## config.mk

```make
export PLATFORM = sky130hd
export DESIGN_NAME = am_fm_if_mod
export DESIGN_NICKNAME = d
export VERILOG_FILES = /design/src/rtl/am_fm_pkg.sv /design/src/rtl/am_fm_hold.sv /design/src/rtl/am_fm_nco.sv /design/src/rtl/am_fm_mixer.sv /design/src/rtl/am_fm_if_mod.sv
export SDC_FILE = /design/constraint.sdc
export NUM_CORES = 1
export LEC_CHECK = 0
export BUFFER_PORTS_ARGS = -buffer_cell sky130_fd_sc_hd__buf_2
export CORE_MARGIN = 10
export CORE_UTILIZATION = 45
export DETAILED_ROUTE_END_ITERATION = 10
export GPL_TIMING_DRIVEN = 0
export PLACE_DENSITY_LB_ADDON = 0.12
export SYNTH_ARGS = -nofsm -noshare
export SYNTH_HDL_FRONTEND = slang
export SYNTH_SLANG_ARGS = --single-unit
```

## constraint.sdc

```tcl
create_clock -name clk -period 6 [get_ports clk]
set_input_delay 0.9 -clock clk [delete_from_list [all_inputs] [get_ports clk]]
set_output_delay 0.9 -clock clk [all_outputs]
set_load 0.1 [all_outputs]
```

## src/rtl/am_fm_pkg.sv

```systemverilog
package am_fm_pkg;

  typedef enum logic {
    MOD_AM = 1'b0,
    MOD_FM = 1'b1
  } mod_sel_e;

  // One point of the carrier table, rounded to nearest.
  function automatic int sine_point(input int idx, input int addr_w, input int amp);
    real ang;
    real val;
    ang = 2.0 * 3.14159265358979 * real'(idx) / real'(2 ** addr_w);
    val = real'(amp) * $sin(ang);
    if (val >= 0.0) return $rtoi(val + 0.5);
    return -$rtoi(0.5 - val);
  endfunction

endpackage

```

## src/rtl/am_fm_hold.sv

```systemverilog
module am_fm_hold #(
  parameter int AUD_W    = 16,
  parameter int HOLD_LEN = 15625
) (
  input  logic                    clk,
  input  logic                    rst,
  input  logic signed [AUD_W-1:0] audio_in,
  input  logic                    audio_valid,
  input  logic                    fm_sel,
  output logic signed [AUD_W-1:0] held,
  output am_fm_pkg::mod_sel_e     mode_q,
  output logic                    boundary
);
  import am_fm_pkg::*;

  localparam int CNT_W = (HOLD_LEN > 1) ? $clog2(HOLD_LEN) : 1;
  localparam logic [CNT_W-1:0] LAST = CNT_W'(HOLD_LEN - 1);

  logic [CNT_W-1:0]        cnt;
  logic signed [AUD_W-1:0] staged;

  assign boundary = (cnt == LAST);

  always_ff @(posedge clk) begin
    if (rst) begin
      cnt    <= '0;
      staged <= '0;
      held   <= '0;
      mode_q <= MOD_AM;
    end else begin
      cnt <= boundary ? '0 : cnt + 1'b1;
      if (audio_valid) staged <= audio_in;
      if (boundary) begin
        held   <= audio_valid ? audio_in : staged;
        mode_q <= mod_sel_e'(fm_sel);
      end
    end
  end

  assert_hold_stable_R3: assert property (@(posedge clk) disable iff (rst)
    !boundary |=> $stable(held));
  assert_mode_stable_R6: assert property (@(posedge clk) disable iff (rst)
    !boundary |=> $stable(mode_q));
  assert_cnt_range_R3: assert property (@(posedge clk) disable iff (rst)
    cnt <= LAST);
endmodule

```

## src/rtl/am_fm_nco.sv

```systemverilog
module am_fm_nco #(
  parameter int AUD_W    = 16,
  parameter int OUT_W    = 16,
  parameter int PHASE_W  = 32,
  parameter int LUT_AW   = 8,
  parameter int FM_SHIFT = 6,
  parameter logic [PHASE_W-1:0] TUNE = 32'd735298401
) (
  input  logic                    clk,
  input  logic                    rst,
  input  logic signed [AUD_W-1:0] held,
  input  am_fm_pkg::mod_sel_e     mode_q,
  output logic signed [OUT_W-1:0] carrier
);
  import am_fm_pkg::*;

  localparam int LUT_N   = 2 ** LUT_AW;
  localparam int CAR_AMP = 2 ** (OUT_W - 1) - 1;

  logic [PHASE_W-1:0]      phase;
  logic [PHASE_W-1:0]      step;
  logic [LUT_AW-1:0]       lut_idx;
  logic signed [OUT_W-1:0] sine_rom [LUT_N];

  initial begin
    for (int i = 0; i < LUT_N; i++)
      sine_rom[i] = OUT_W'(sine_point(i, LUT_AW, CAR_AMP));
  end

  function automatic logic [PHASE_W-1:0] freq_step(input mod_sel_e m,
                                                   input logic signed [AUD_W-1:0] a);
    logic signed [PHASE_W-1:0] dev;
    dev = PHASE_W'(a);
    dev = dev <<< FM_SHIFT;
    return (m == MOD_FM) ? TUNE + dev : TUNE;
  endfunction

  assign step    = freq_step(mode_q, held);
  assign lut_idx = phase[PHASE_W-1 -: LUT_AW];
  assign carrier = sine_rom[lut_idx];

  always_ff @(posedge clk) begin
    if (rst) phase <= '0;
    else     phase <= phase + step;
  end

  assert_am_step_R2: assert property (@(posedge clk) disable iff (rst)
    (mode_q == MOD_AM) |=> (phase - $past(phase)) == TUNE);
endmodule

```

## src/rtl/am_fm_mixer.sv

```systemverilog
module am_fm_mixer #(
  parameter int AUD_W     = 16,
  parameter int OUT_W     = 16,
  parameter int AM_SHIFT  = 1,
  parameter int AM_OFFSET = 16384,
  parameter int ENV_FRAC  = 15
) (
  input  logic                    clk,
  input  logic                    rst,
  input  logic signed [OUT_W-1:0] carrier,
  input  logic signed [AUD_W-1:0] held,
  input  am_fm_pkg::mod_sel_e     mode_q,
  output logic signed [OUT_W-1:0] if_out
);
  import am_fm_pkg::*;

  localparam longint OMAX = (longint'(1) <<< (OUT_W - 1)) - 1;
  localparam longint OMIN = -(longint'(1) <<< (OUT_W - 1));
  localparam bit ZERO_AT_MIN = (AM_OFFSET == ((2 ** (AUD_W - 1)) >> AM_SHIFT));

  function automatic logic signed [OUT_W-1:0] am_sample(input logic signed [OUT_W-1:0] c,
                                                        input logic signed [AUD_W-1:0] a);
    logic signed [31:0] env;
    logic signed [63:0] prod;
    env  = 32'(a);
    env  = 32'(AM_OFFSET) + (env >>> AM_SHIFT);
    prod = 64'(c) * 64'(env);
    prod = prod >>> ENV_FRAC;
    if (prod > OMAX) return OUT_W'(OMAX);
    if (prod < OMIN) return OUT_W'(OMIN);
    return OUT_W'(prod);
  endfunction

  always_ff @(posedge clk) begin
    if (rst)                    if_out <= '0;
    else if (mode_q == MOD_FM)  if_out <= carrier;
    else                        if_out <= am_sample(carrier, held);
  end

  assert_fm_passthru_R5: assert property (@(posedge clk) disable iff (rst)
    (mode_q == MOD_FM) |=> if_out == $past(carrier));

  generate
    if (ZERO_AT_MIN) begin : g_zero_chk
      assert_am_floor_R7: assert property (@(posedge clk) disable iff (rst)
        (mode_q == MOD_AM && held == {1'b1, {(AUD_W-1){1'b0}}}) |=> if_out == '0);
    end
  endgenerate
endmodule

```

## src/rtl/am_fm_if_mod.sv

```systemverilog
module am_fm_if_mod #(
  parameter int AUD_W     = 16,
  parameter int OUT_W     = 16,
  parameter int PHASE_W   = 32,
  parameter int LUT_AW    = 8,
  parameter int HOLD_LEN  = 15625,
  parameter int FM_SHIFT  = 6,
  parameter int AM_SHIFT  = 1,
  parameter int AM_OFFSET = 16384,
  parameter int ENV_FRAC  = 15,
  parameter logic [PHASE_W-1:0] TUNE = 32'd735298401
) (
  input  logic                    clk,
  input  logic                    rst,
  input  logic signed [AUD_W-1:0] audio_in,
  input  logic                    audio_valid,
  input  logic                    fm_sel,
  output logic signed [OUT_W-1:0] if_out
);
  import am_fm_pkg::*;

  logic signed [AUD_W-1:0] held;
  logic signed [OUT_W-1:0] carrier;
  mod_sel_e                mode_q;
  logic                    boundary;

  am_fm_hold #(.AUD_W(AUD_W), .HOLD_LEN(HOLD_LEN)) u_hold (
    .clk(clk), .rst(rst), .audio_in(audio_in), .audio_valid(audio_valid),
    .fm_sel(fm_sel), .held(held), .mode_q(mode_q), .boundary(boundary)
  );

  am_fm_nco #(.AUD_W(AUD_W), .OUT_W(OUT_W), .PHASE_W(PHASE_W), .LUT_AW(LUT_AW),
              .FM_SHIFT(FM_SHIFT), .TUNE(TUNE)) u_nco (
    .clk(clk), .rst(rst), .held(held), .mode_q(mode_q), .carrier(carrier)
  );

  am_fm_mixer #(.AUD_W(AUD_W), .OUT_W(OUT_W), .AM_SHIFT(AM_SHIFT),
                .AM_OFFSET(AM_OFFSET), .ENV_FRAC(ENV_FRAC)) u_mix (
    .clk(clk), .rst(rst), .carrier(carrier), .held(held), .mode_q(mode_q),
    .if_out(if_out)
  );

  assert_mode_at_boundary_R6: assert property (@(posedge clk) disable iff (rst)
    (mode_q != $past(mode_q)) |-> $past(boundary));
endmodule

```

---- Word-level counts from Yosys, hierarchy flattened ----
Memories as Yosys holds them, arrays and structs flattened. A register that Yosys moved wholly into a read port is not among the register bits.
Cells that the tools add are included.
operators by class
  $add $sub $neg .......................... 4
  multipliers ............................. 1
  $lt $le $gt $ge ......................... 2
  equal/unequal tests ..................... 1
  multiplexer cells ....................... 15
  reduce and logical (&&, ||, !) cells .... 1
operator list
  operator                                                                            number
  16-bit two-way mux                                                                  6
  16-bit by 17-bit multiplier with 33-bit output                                      1
  31-bit by 22-bit adder with 32-bit output (first input constant)                    1
  32-bit adder                                                                        1
  32-bit two-way mux                                                                  1
  18-bit by 16-bit greater-than comparator with 1-bit output (second input constant)  1
  18-bit by 16-bit less-than comparator with 1-bit output (second input constant)     1
  16-bit by 15-bit adder with 17-bit output (first input constant)                    1
  14-bit by 1-bit adder with 14-bit output (second input constant)                    1
  14-bit equality test (second input constant)                                        1
  8-bit two-way mux                                                                   1
  1-bit two-way mux                                                                   7
  2-bit OR reduction                                                                  1
storage, ports and cells
  register bits after elaboration ......... 95
  ROM bits ................................ 4096
  input bits .............................. 20
  output and inout port bits .............. 16
  word-level logic and storage cells ...... 31
  memories kept ........................... 1
memory list
  name            depth  width  rd ports  clocked after Yosys merged registers in  write ports  line             source
  u_nco.sine_rom  256    16     1         1                                        0            am_fm_nco.sv:23  logic signed [OUT_W-1:0] sine_rom [LUT_N];

---- Logic depth before layout (Yosys ltp) ----
  depth in word-level cells ............... 12
  mapped depth ............................ 27
  depth with buffers taken out ............ 24

---- Hierarchy ----
From an unflattened synthesis, not the netlist that was laid out.
second synthesis, totals
  cell total of the unflattened synthesis .. 2390
  area total of the unflattened synthesis .. 18803.0 um2
by module, submodules not included
  module       instances  cells each  area each (um2)  seq. area each (um2)
  am_fm_mixer  1          1065        9302.7           320.3
  am_fm_nco    1          1166        7768.7           960.9
  am_fm_hold   1          159         1731.7           940.9

---- Worst setup path before layout ----
No wires, ideal clock.
  path type ............................... register to register
  from .................................... reg u_hold.held[6]
  to ...................................... reg u_mix.if_out[10]
  setup time .............................. 0.095 ns
  arrival ................................. 6.550 ns
  data required time ...................... 5.905 ns
  slack ................................... -0.645 ns
  stages on the path, launching flop included .. 26
  buffers on the path ..................... 3
  clock period less this slack ............ 6.645 ns
  cell sequence ........................... dfxtp_1 -> clkbuf_1 -> clkbuf_1 -> nand2_1 -> fa_1 -> inv_1 -> fa_1 -> fa_1 -> fa_1 -> fa_1 -> inv_1 -> fa_1 -> inv_1 -> ha_1 -> a21oi_1 -> o21ai_0 -> a21oi_1 -> nor2_1 -> a211oi_1 -> o21ai_0 -> or3_1 -> xnor2_1 -> a21o_1 -> clkbuf_1 -> nand2_1 -> a221oi_1
between the ends
  cells in the longest elaborated chain, start to end .. 10
  elaborated cells between the ends (all ways) .. 15
  those cells by class .................... 1 x add/sub; 1 x mul; 2 x order compare; 11 x mux
RTL lines
  item                                                     line               source
  start: declaration                                       am_fm_hold.sv:10   output logic signed [AUD_W-1:0] held,
  start signal: assignment                                 am_fm_hold.sv:34   held <= audio_valid ? audio_in : staged;
  16-bit by 15-bit adder with 17-bit output *              am_fm_mixer.sv:26  env = 32'(AM_OFFSET) + (env >>> AM_SHIFT);
  16-bit by 17-bit multiplier with 33-bit output *         am_fm_mixer.sv:27  prod = 64'(c) * 64'(env);
  18-bit by 16-bit less-than comparator with 1-bit output  am_fm_mixer.sv:30  if (prod < OMIN) return OUT_W'(OMIN);
  1-bit two-way mux (2 in series)                          am_fm_mixer.sv:30
  1-bit two-way mux                                        am_fm_mixer.sv:36  else if (mode_q == MOD_FM) if_out <= carrier;
  1-bit two-way mux                                        am_fm_mixer.sv:35  if (rst) if_out <= '0;
  16-bit two-way mux                                       am_fm_mixer.sv:31  return OUT_W'(prod);
  16-bit two-way mux *                                     am_fm_mixer.sv:30
  16-bit two-way mux *                                     am_fm_mixer.sv:36
  end signal: assignment                                   am_fm_mixer.sv:36
  end signal: assignment                                   am_fm_mixer.sv:37  else if_out <= am_sample(carrier, held);
  end: declaration                                         am_fm_mixer.sv:13  output logic signed [OUT_W-1:0] if_out
Mark *: on every way between the ends. The rest lies on a longest branch, timed or not. The select of a mux whose other input is x is not followed.
A chain may end at the register's enable or synchronous reset.

---- Worst setup path in the final report ----
  from .................................... reg u_hold.held[9]
  to ...................................... reg u_mix.if_out[12]
The elaborated chain is that of the path after synthesis.

==> impl_metrics.py <==
metrics = {
    "cts": {
        "clock_path_buffers": 2,
        "cts_max_level": 3,
        "cts_hold_buf": 0,
        "worstSkewPairLatency_ns": 0.40,
        "clockRootBuffer": "clkbuf_16",
        "cts_num_sinks": 111,
        "cts_tree": "yes",
        "cts_buffers": 9,
        "path_clk_slew_ns": 0.09,
    },
    "finish": {
        "drive_above_1_share_pct": 19.9,
        "fin_util_pct": 55.2,
        "area_growth_pct": 20.3,
        "final_nets": 2780,
    },
    "drt": {
        "avgRoutedWirePerCell_um": 30.8,
        "drcViolationCount": 0,
        "viasPerCell": 6.69,
        "initialDrtViolationCount": 2982,
        "ant_nets": 0,
        "routed_wl_um": 90700,
        "first_pass_iters": 7,
        "vias": 19700,
    },
    "worst_setup_path": {
        "end_kind": "flip-flop",
        "worst_setup_path_start_kind": "flip-flop",
        "path_max_fanout": 8,
        "crit_arrival_ns": 6.76,
        "crit_required_ns": 6.28,
        "critical_path_class": "flip-flop to flip-flop",
    },
    "grt": {
        "grt_max_degree": 23,
        "grt_pass1_wl_um": 133000,
        "grt_pass1_vias": 19700,
        "antenna_found_initial": 2,
        "grt_overflow": 0,
        "track_usage_pct": 37.8,
    },
    "yosys": {
        "synth_cells": 2301,
        "synth_fp_nets": 2662,
        "synth_top_area_cell": "fa_1",
        "synth-seq-cells": 111,
        "synthFlopType": "dfxtp_1",
        "netlist_top_cells_count": "inv_1 (270), nand2_1 (260), fa_1 (179), nor2_1 (177), ha_1 (162)",
        "post-synth-top-count-cell": "inv_1",
        "ys_seq_area_share_pct": 12.4,
        "synth_area_per_cell_sq_um": 7.78,
        "synth_top_cell_area_share_pct": 20.0,
        "synthArstFlopShare_pct": 0,
        "synth_cell_types": 87,
        "synth_area_leaders": "fa_1 (20%), dfxtp_1 (12%), ha_1 (11%)",
        "ys_warn_count": 0,
        "mappedNetlistArea_sq_um": 17900,
        "synth_edf_count": 0,
    },
    "timing": {
        "max_slew_margin_pct": 20.7,
        "timing_hold_violations_final": 0,
        "period_share_pct": 108,
        "worst_slack_ns": -0.476,
        "worstMarginPinSlew_ns": 1.19,
        "post-route-min-period_ns": 6.48,
        "rsz0062_at_grt": "yes",
        "maxSlewViolCount": 0,
        "skew_ns": 0.0153,
        "setup_viol": 22,
        "fmax_ghz": 0.154,
        "hold_slack_ns": 0.472,
    },
    "worst_hold_path": {
        "min_path_type": "flip-flop to flip-flop",
    },
    "floorplan": {
        "dieArea_sq_um": 48100,
        "rows": 72,
        "core_sq_um": 39000,
        "io_pins": 36,
        "dieHeight_um": 219,
        "die_width_um": 219,
        "start_util_pct": 45.9,
    },
    "pwr": {
        "vdd_ir_drop_max_mv": 0.317,
        "intPower_mw": 4.08,
        "p_sw_share_pct": 63.5,
        "p_leak_nw": 9.83,
        "p_switching_mw": 7.10,
        "power_density_nw_per_um2": 520,
        "p_comb_share_pct": 83.5,
        "clkPwrFrac_pct": 6.3,
        "pwr-share-seq_pct": 10.2,
    },
    "placement": {
        "gp_congestion": 1.15,
        "io_buffers": 34,
        "hpwl_um": 65000,
    },
    "run_status": {
        "violations": "setup timing",
        "status": "finished, violations left",
    },
    "job": {
        "max_cap_violations": 0,
    },
}
==> stage by stage <==
stage          setup WS [ns]  power [mW]  cells  TNS [ns]  instance area, sq um
2_1_floorplan       0.000228        5.80   2301         0                 18200
4_1_cts               -0.375        10.1   2928     -5.31                 20900
6_report              -0.476        11.2   2944     -7.06                 21500
3_3_place_gp           -2.61        8.87   2853    -53.19                 19000
3_5_place_dp           -2.12        8.73   2857    -47.78                 19000
5_1_grt               -0.625        11.4   2942     -9.49                 21500
==> sequential cells by signal, indices dropped and copies added, names as in the netlist <==
| register | flops |
|---|---|
| u_nco.phase | 32 |
| u_hold.held | 16 |
| u_hold.staged | 16 |
| u_mix.if_out | 16 |
| u_nco.carrier | 16 |
| u_hold.cnt | 14 |
| u_hold.mode_q | 1 |
==> power groups by stage <==
stage | registers, mW | logic [mW] | clock network (mW)
after floorplan | 1.33 | 4.47 | 0
after global placement | 1.15 | 7.72 | 0
after detailed placement | 1.16 | 7.57 | 0
after CTS | 1.13 | 8.25 | 0.714
after global routing | 1.14 | 9.49 | 0.741
final | 1.14 | 9.34 | 0.710
==> worst paths after layout <==
check	startpoint	endpoint	slack, ns	cells after the start
max	u_hold.held[9]	u_mix.if_out[12]	-0.48	27
min	u_nco.phase[0]	u_nco.phase[0]	0.47	1
max reg2reg	u_hold.held[9]	u_mix.if_out[12]	-0.48	27
min reg2reg	u_nco.phase[0]	u_nco.phase[0]	0.47	1
==> per-layer routing <==
metal	vias to the layer above	wire (um)	GRT usage [%]
met3	523	10600	11.9
met4	0	8840	27.0
met2	1620	39200	58.9
met5	-	0	0
li1	8130	-	-
met1	9431	32100	43.2
==> cells by family after synthesis <==
family | after synthesis | share of synthesized area (%)
xor gates and xnor gates | 62 | 3.03
muxes | 26 | 1.53
AOI/OAI and AO/OA | 548 | 21.4
adders and majority gates | 342 | 31.4
other | 2 | 0.0420
and+or+nand+nor | 771 | 20.6
DFF | 111 | 12.4
buffers and inverters | 439 | 9.59
==> worst max-delay path, cell delays in order, from the launching register on <==
cell and delay, ns:
dfxtp_2 0.36, clkbuf_8 0.14, clkbuf_16 0.14, buf_4 0.12
nand2_1 0.06, fa_1 0.48, inv_1 0.05, fa_1 0.48
fa_1 0.53, fa_1 0.51, fa_1 0.49, inv_1 0.05
fa_1 0.52, inv_1 0.06, ha_4 0.17, a21oi_4 0.15
buf_4 0.12, o21bai_1 0.07, a21oi_2 0.22, nand2_2 0.11
a31o_4 0.23, a211o_1 0.38, mux2i_2 0.20, a21oi_4 0.29
buf_4 0.17, buf_6 0.08, nand2b_1 0.09, o21ai_0 0.09
==> cells in the final DEF (no fill, tap or decap), drive strengths merged, types with 99 or more instances in the layout <==
cell type  count
and2         112
a21oi        117
nand2        262
clkbuf        99
buf          178
nor2         178
dfxtp        111
inv          277
ha           162
fa           179
==> area by class of cell <==
| class | count | area (sq um) |
|---|---|---|
| Fill cell | 3481 | 17500 |
| Multi-Input combinational cell | 1751 | 15000 |
| Sequential cell | 111 | 2300 |
| Buffer | 153 | 1300 |
| Inverter | 276 | 1040 |
| Timing Repair Buffer | 117 | 910 |
| Tap cell | 518 | 648 |
| Clock buffer | 9 | 225 |
| Clock inverter | 7 | 113 |
| Antenna cell | 2 | 5.00 |
==> repair_timing <==
| item | in CTS | in global routing |
|---|---|---|
| endpoints found under the hold margin | 0 | 0 |
| endpoints found under the setup margin | 32 | 32 |
| buffers inserted | 61 | 14 |
| gates cloned | 3 | 0 |
| pin swaps | 74 | 64 |
| resized for setup | 243 | 153 |
(Power assumes the default switching activity.)
